[src/rtl/bss_pkg.sv]
package bss_pkg;
  typedef enum logic [1:0] {
    SM_SERIAL = 2'd0,
    SM_BROAD  = 2'd1,
    SM_HYBRID = 2'd2,
    SM_RSVD   = 2'd3
  } srch_mode_e;
endpackage

[src/rtl/bss_slot_lut.sv]
// Turns a closeness ranking and a slot window into a mask of peer banks.
module bss_slot_lut #(
  parameter int PEERS  = 4,
  parameter int PEER_W = 2,
  parameter int CNT_W  = 3
) (
  input  logic [PEERS*PEER_W-1:0] rank,
  input  logic [CNT_W-1:0]        first,
  input  logic [CNT_W-1:0]        num,
  output logic [PEERS-1:0]        mask
);
  logic [PEERS-1:0] slot_sel;
  logic [CNT_W:0]   win_end;

  assign win_end = {1'b0, first} + {1'b0, num};

  for (genvar k = 0; k < PEERS; k++) begin : g_slot
    assign slot_sel[k] = ((CNT_W+1)'(k) >= {1'b0, first}) && ((CNT_W+1)'(k) < win_end);
  end

  always_comb begin
    mask = '0;
    for (int k = 0; k < PEERS; k++) begin
      if (slot_sel[k]) mask[rank[k*PEER_W +: PEER_W]] = 1'b1;
    end
  end
endmodule

[src/rtl/bss_reply_filter.sv]
// Keeps only replies of the active bankset that match a pending probe.
module bss_reply_filter #(
  parameter int NUM_BANKS = 16,
  parameter int PEERS     = 4,
  parameter int PEER_W    = 2,
  parameter int BS_W      = 2
) (
  input  logic [NUM_BANKS-1:0] resp_valid,
  input  logic [NUM_BANKS-1:0] resp_hit,
  input  logic [BS_W-1:0]      bs,
  input  logic [PEERS-1:0]     pend,
  output logic                 hit_now,
  output logic [PEER_W-1:0]    hit_peer,
  output logic [PEERS-1:0]     pend_after
);
  logic [PEERS-1:0] lane_v, lane_h, taken, hits;

  assign lane_v     = resp_valid[int'(bs)*PEERS +: PEERS];
  assign lane_h     = resp_hit[int'(bs)*PEERS +: PEERS];
  assign taken      = lane_v & pend;
  assign hits       = taken & lane_h;
  assign pend_after = pend & ~taken;
  assign hit_now    = |hits;

  always_comb begin
    hit_peer = '0;
    for (int p = PEERS - 1; p >= 0; p--) begin
      if (hits[p]) hit_peer = PEER_W'(p);
    end
  end
endmodule

[src/rtl/bankset_search.sv]
module bankset_search
  import bss_pkg::*;
#(
  parameter int NUM_BANKS    = 16,
  parameter int NUM_BANKSETS = 4,
  parameter int SET_W        = 11,
  parameter int MIX_GROUP    = 2,
  localparam int PEERS  = NUM_BANKS / NUM_BANKSETS,
  localparam int PEER_W = $clog2(PEERS),
  localparam int BS_W   = $clog2(NUM_BANKSETS),
  localparam int BANK_W = $clog2(NUM_BANKS),
  localparam int CNT_W  = $clog2(PEERS + 1)
) (
  input  logic                    clk,
  input  logic                    rst,
  input  logic                    req_valid,
  output logic                    req_ready,
  input  logic [BS_W-1:0]         req_bankset,
  input  logic [SET_W-1:0]        req_set,
  input  logic [1:0]              req_mode,
  input  logic [PEERS*PEER_W-1:0] req_rank,
  output logic [NUM_BANKS-1:0]    probe_valid,
  output logic [SET_W-1:0]        probe_set,
  input  logic [NUM_BANKS-1:0]    resp_valid,
  input  logic [NUM_BANKS-1:0]    resp_hit,
  output logic                    res_valid,
  input  logic                    res_ready,
  output logic                    res_hit,
  output logic [BANK_W-1:0]       res_bank,
  output logic [CNT_W-1:0]        res_probes
);
  logic                    busy_q, reported_q;
  logic [BS_W-1:0]         bs_q;
  srch_mode_e              mode_q, mode_in;
  logic [PEERS*PEER_W-1:0] rank_q;
  logic [CNT_W-1:0]        next_slot_q, cnt_q, grp_size;
  logic [PEERS-1:0]        pend_q, pend_after, peer_mask;
  logic                    hit_now;
  logic [PEER_W-1:0]       hit_peer;
  logic                    accept, issue_serial, report_hit, report_miss, finish;
  logic [NUM_BANKS-1:0]    probe_q;
  logic [SET_W-1:0]        pset_q;
  logic                    rv_q, rh_q;
  logic [BANK_W-1:0]       rb_q;
  logic [CNT_W-1:0]        rp_q;

  assign mode_in   = srch_mode_e'(req_mode);
  assign req_ready = !busy_q;
  assign accept    = req_valid && !busy_q;

  always_comb begin
    case (mode_in)
      SM_SERIAL: grp_size = CNT_W'(1);
      SM_HYBRID: grp_size = CNT_W'(MIX_GROUP);
      default:   grp_size = CNT_W'(PEERS);
    endcase
  end

  bss_slot_lut #(.PEERS(PEERS), .PEER_W(PEER_W), .CNT_W(CNT_W)) u_lut (
    .rank  (accept ? req_rank : rank_q),
    .first (accept ? '0 : next_slot_q),
    .num   (accept ? grp_size : CNT_W'(1)),
    .mask  (peer_mask)
  );

  bss_reply_filter #(.NUM_BANKS(NUM_BANKS), .PEERS(PEERS), .PEER_W(PEER_W), .BS_W(BS_W)) u_filt (
    .resp_valid (resp_valid),
    .resp_hit   (resp_hit),
    .bs         (bs_q),
    .pend       (pend_q),
    .hit_now    (hit_now),
    .hit_peer   (hit_peer),
    .pend_after (pend_after)
  );

  assign issue_serial = busy_q && !reported_q && !hit_now && (pend_after == '0)
                        && (next_slot_q < CNT_W'(PEERS));
  assign report_miss  = busy_q && !reported_q && !hit_now && (pend_after == '0)
                        && (next_slot_q == CNT_W'(PEERS));
  assign report_hit   = busy_q && !reported_q && hit_now;
  assign finish       = busy_q && reported_q && (pend_after == '0) && (!rv_q || res_ready);

  always_ff @(posedge clk) begin
    if (rst) begin
      busy_q      <= 1'b0;
      reported_q  <= 1'b0;
      bs_q        <= '0;
      mode_q      <= SM_SERIAL;
      rank_q      <= '0;
      next_slot_q <= '0;
      cnt_q       <= '0;
      pend_q      <= '0;
      probe_q     <= '0;
      pset_q      <= '0;
      rv_q        <= 1'b0;
      rh_q        <= 1'b0;
      rb_q        <= '0;
      rp_q        <= '0;
    end else begin
      probe_q <= '0;
      if (rv_q && res_ready) rv_q <= 1'b0;
      if (accept) begin
        busy_q      <= 1'b1;
        reported_q  <= 1'b0;
        bs_q        <= req_bankset;
        mode_q      <= mode_in;
        rank_q      <= req_rank;
        pset_q      <= req_set;
        pend_q      <= peer_mask;
        next_slot_q <= grp_size;
        cnt_q       <= grp_size;
        probe_q     <= NUM_BANKS'(peer_mask) << (int'(req_bankset) * PEERS);
      end else if (busy_q) begin
        pend_q <= pend_after;
        if (issue_serial) begin
          pend_q      <= peer_mask;
          next_slot_q <= next_slot_q + 1'b1;
          cnt_q       <= cnt_q + 1'b1;
          probe_q     <= NUM_BANKS'(peer_mask) << (int'(bs_q) * PEERS);
        end
        if (report_hit || report_miss) begin
          reported_q <= 1'b1;
          rv_q       <= 1'b1;
          rh_q       <= report_hit;
          rb_q       <= report_hit ? {bs_q, hit_peer} : '0;
          rp_q       <= cnt_q;
        end
        if (finish) busy_q <= 1'b0;
      end
    end
  end

  assign probe_valid = probe_q;
  assign probe_set   = pset_q;
  assign res_valid   = rv_q;
  assign res_hit     = rh_q;
  assign res_bank    = rb_q;
  assign res_probes  = rp_q;
endmodule

[config.mk]
export PLATFORM = sky130hd
export DESIGN_NAME = bankset_search
export DESIGN_NICKNAME = d
export VERILOG_FILES = /design/src/rtl/bss_pkg.sv /design/src/rtl/bss_slot_lut.sv /design/src/rtl/bss_reply_filter.sv /design/src/rtl/bankset_search.sv
export SDC_FILE = /design/constraint.sdc
export NUM_CORES = 1
export LEC_CHECK = 0
export CORE_MARGIN = 3
export CORE_UTILIZATION = 35
export DETAILED_ROUTE_END_ITERATION = 10
export GPL_ROUTABILITY_DRIVEN = 0
export GPL_TIMING_DRIVEN = 0
export SYNTH_ARGS = -nofsm -noshare
export SYNTH_HDL_FRONTEND = slang
export SYNTH_SLANG_ARGS = --single-unit
export TNS_END_PERCENT = 50
[constraint.sdc]
create_clock -name clk -period 3.4 [get_ports clk]
set_clock_uncertainty 0.05 [all_clocks]
set_input_delay 0.34 -clock clk [delete_from_list [all_inputs] [get_ports clk]]
set_output_delay 0.34 -clock clk [all_outputs]
set_load 0.01 [all_outputs]
==> impl_metrics.toml <==
[layout]
fillers = 788
num-nets-final = 516
area_delta_synth_final_pct = 46.1
drive_above_1_share = 0.0961
final_cell_area_um2 = 4180
fin_cells = 560
antennaDiodeCount = 0
utilization = 0.532

[worst_hold_path]
hold_end = "probe_set[0]"
hp-class = "flip-flop to flip-flop"
hold_start = "probe_set[0]"
holdPathStages = 2

[logic_synthesis]
synth_edf_count = 0
synth.largest_area_cell = "dfxtp_1"
seq_area_frac_synth = 0.406
synth_top_area_frac = 0.406
synthTopCellsByArea = "dfxtp_1, nand2_1, a21oi_1"
synth-main-ff-cell = "dfxtp_1"
syn_inst = 347
ys_ff_latch = 58
synth_area_per_cell_um2 = 8.24
synth_nets = 410
syn_area_um2 = 2860
synthArstFlopShare = 0
synth_common_cells = "dfxtp_1, nand2_1, nor2_1, a21oi_1, inv_1"
yosysUniqueCellTypes = 47
yosysMostFrequentCell = "dfxtp_1"
yosysWarningCount = 0

[global_route]
grt_pass1_wl_um = 13800
grt_busiest_layer = "met2"
met3_usage = 0.0604
use_met2 = 0.312
first_global_vias = 2776
grt_use_total = 0.193
grt_max_degree = 11
grt_overflow = 0
use_met1 = 0.250
grt_antenna_before_repair = 0

[setup_path]
crit_path_end_kind = "flip-flop"
r2r-end = "pend_q[2]"
critical_path_class = "input port to flip-flop"
crit_slowest_cell = "clkdlybuf4s50_1"
path_cells = "clkdlybuf4s50_1 > nor2b_4 > buf_2 > clkbuf_4 > o21ai_0 > ha_1 > a21boi_0 > a211oi_2 > a211oi_2 > nor2_1 > o31ai_4 > o21ai_0"
cp-start-kind = "input port"
rrSetupSlack_ps = 390
worstReg2RegStart = "busy_q"
crit_arrival_ps = 3300
slowest_delay_ps = 530
cp_max_fo = 10
cp.required_ps = 3560
worst-r2r-cell-count = 12

[floorplanning]
io_pins = 96
start_util = 0.364
core_um2 = 7850
fp.dieW_um = 96.4
rows = 32
die_area_um2 = 9290
die_h_um = 96.4

[routing]
vias = 2930
first_pass_iters = 4
route.detailed.drc = 0
routedWlPerCell_um = 15.6
ant_nets = 0
via_per_inst = 5.23
drt_wl_total_um = 8740
drt_iter0_drc = 193

[power_and_ir_drop]
power.leakage_nw = 1.50
p_per_area_nw_per_um2 = 428
p_switching_w = 0.000529
vdd_ir_drop_max_mv = 0.228
p_comb_frac = 0.239
pwr-share-seq = 0.420
swShare = 0.296
p_clk_frac = 0.340
p_int_w = 0.00126

[placement]
io_buffers = 95
pre_cts_ws_ps = -1090
hpwlAfterDp_um = 6520
placedCellCount = 544
placed_area_um2 = 3940

[timing]
fmax_mhz = 318
finalSetupViolCount = 0
setup_ws_ps = 260
worst_pin_slew_ps = 631
fin_crit_ps = 3140
hold_viol_final = 0
maxSlewViolCount = 0
post-route-period-util = 0.923
relSlewSlack = 0.579

[clock_network]
clockRootBuffer = "clkbuf_8"
cts_tree = "done"
htree_num_levels = 3
cts_post_setup_buffers_inserted = 0
cts_num_sinks = 58
cts-buffers-inserted = 9
clock_latency_ps = 340
clkTransAtPathRegs_ps = 60
cts_buffer_depth = 2

[flow_run]
drv_cap = 0

[outcome]
status = "complete, no violations"
registers in the layout, summed over array words and instances (netlist names), 2 cells and up:
signal and cells:
probe_valid 16, probe_set 11, rank_q 8, pend_q 4, res_bank 4, cnt_q 3
next_slot_q 3, res_probes 3, bs_q 2
repair_timing:
action	CTS	global route
hold endpoints to repair	0	0
hold buffers	0	0
endpoints found under the setup margin	20	20
pin swaps	0	2
resized for setup	10	8
power by group through the flow:
stage / Sequential (W) / Combinational, W / Clock [W]
floorplan: 0.000766 / 0.000228 / 0
global placement: 0.000765 / 0.000405 / 0
detailed placement: 0.000766 / 0.000409 / 0
CTS: 0.000751 / 0.000420 / 0.000618
global route: 0.000757 / 0.000470 / 0.000660
finish: 0.000752 / 0.000427 / 0.000609
critical path: cells and delay by family:
kind | cells | cell delay, ps
AOI/OAI and AO/OA | 6 | 1380
buffers and inverters | 3 | 930
adders and majority gates | 1 | 290
and+or+nand+nor | 2 | 330
metrics by stage:
stage | hold slack, ps | TNS (ps) | power (W)
2_1_floorplan | 389 | 0 | 0.000994
3_3_place_gp | 392 | -19060 | 0.00117
3_5_place_dp | 399 | -19640 | 0.00117
4_1_cts | 409 | 0 | 0.00179
5_1_grt | 425 | -1.70 | 0.00189
6_report | 404 | 0 | 0.00179
placed cells by master (no fill, tap or decap), types with 8 or more instances in the layout:
cell / synthesis / layout
clkbuf_8: 0 / 9
o21ai_0: 13 / 10
dfxtp_1: 58 / 58
clkbuf_1: 13 / 13
clkdlybuf4s50_1: 0 / 95
o22ai_1: 8 / 8
inv_1: 17 / 17
a31oi_1: 13 / 13
nor2_1: 39 / 39
nor3_1: 10 / 9
nand2_1: 53 / 53
a21oi_1: 35 / 35
kinds of logic after synthesis:
logic type	synth area share
multiplexers	0.0617
AND/OR/NAND/NOR	0.228
adder cells (fa/ha/maj)	0.0175
XOR/XNOR	0.00613
AO/OA/AOI/OAI	0.224
buffers and inverters	0.0573
flip-flops	0.406
metal layers:
layer,vias to the layer above,part of all wire
met5,-,0
met4,0,0.0069
met3,6,0.085
met2,107,0.46
met1,1345,0.45
li1,1472,-
how the worst max path moves through the flow:
| stage | from | end | slack, ps | cells past startpoint |
|---|---|---|---|---|
| 2_1_floorplan | busy_q | pend_q[2] | 480 | 12 |
| 3_3_place_gp | req_valid | pend_q[1] | -1050 | 12 |
| 3_5_place_dp | req_valid | pend_q[1] | -1090 | 12 |
| 4_1_cts | req_valid | pend_q[2] | 30 | 12 |
| 5_1_grt | req_valid | pend_q[1] | -2 | 12 |
| 6_report | req_valid | pend_q[2] | 260 | 12 |
area by class of cell:
| type | count | area, um^2 | area share |
|---|---|---|---|
| plain buffers | 19 | 101 | 0.0243 |
| repair buffers | 95 | 951 | 0.228 |
| flip-flops and latches | 58 | 1160 | 0.278 |
| inverters | 18 | 67.6 | 0.0162 |
| clock inverters | 5 | 55.1 | 0.0132 |
| clock buffers | 11 | 131 | 0.0314 |
| well taps | 102 | 128 | 0.0305 |
| multi-input cells | 252 | 1580 | 0.379 |
No activity file was read; power rests on OpenSTA's default activity.
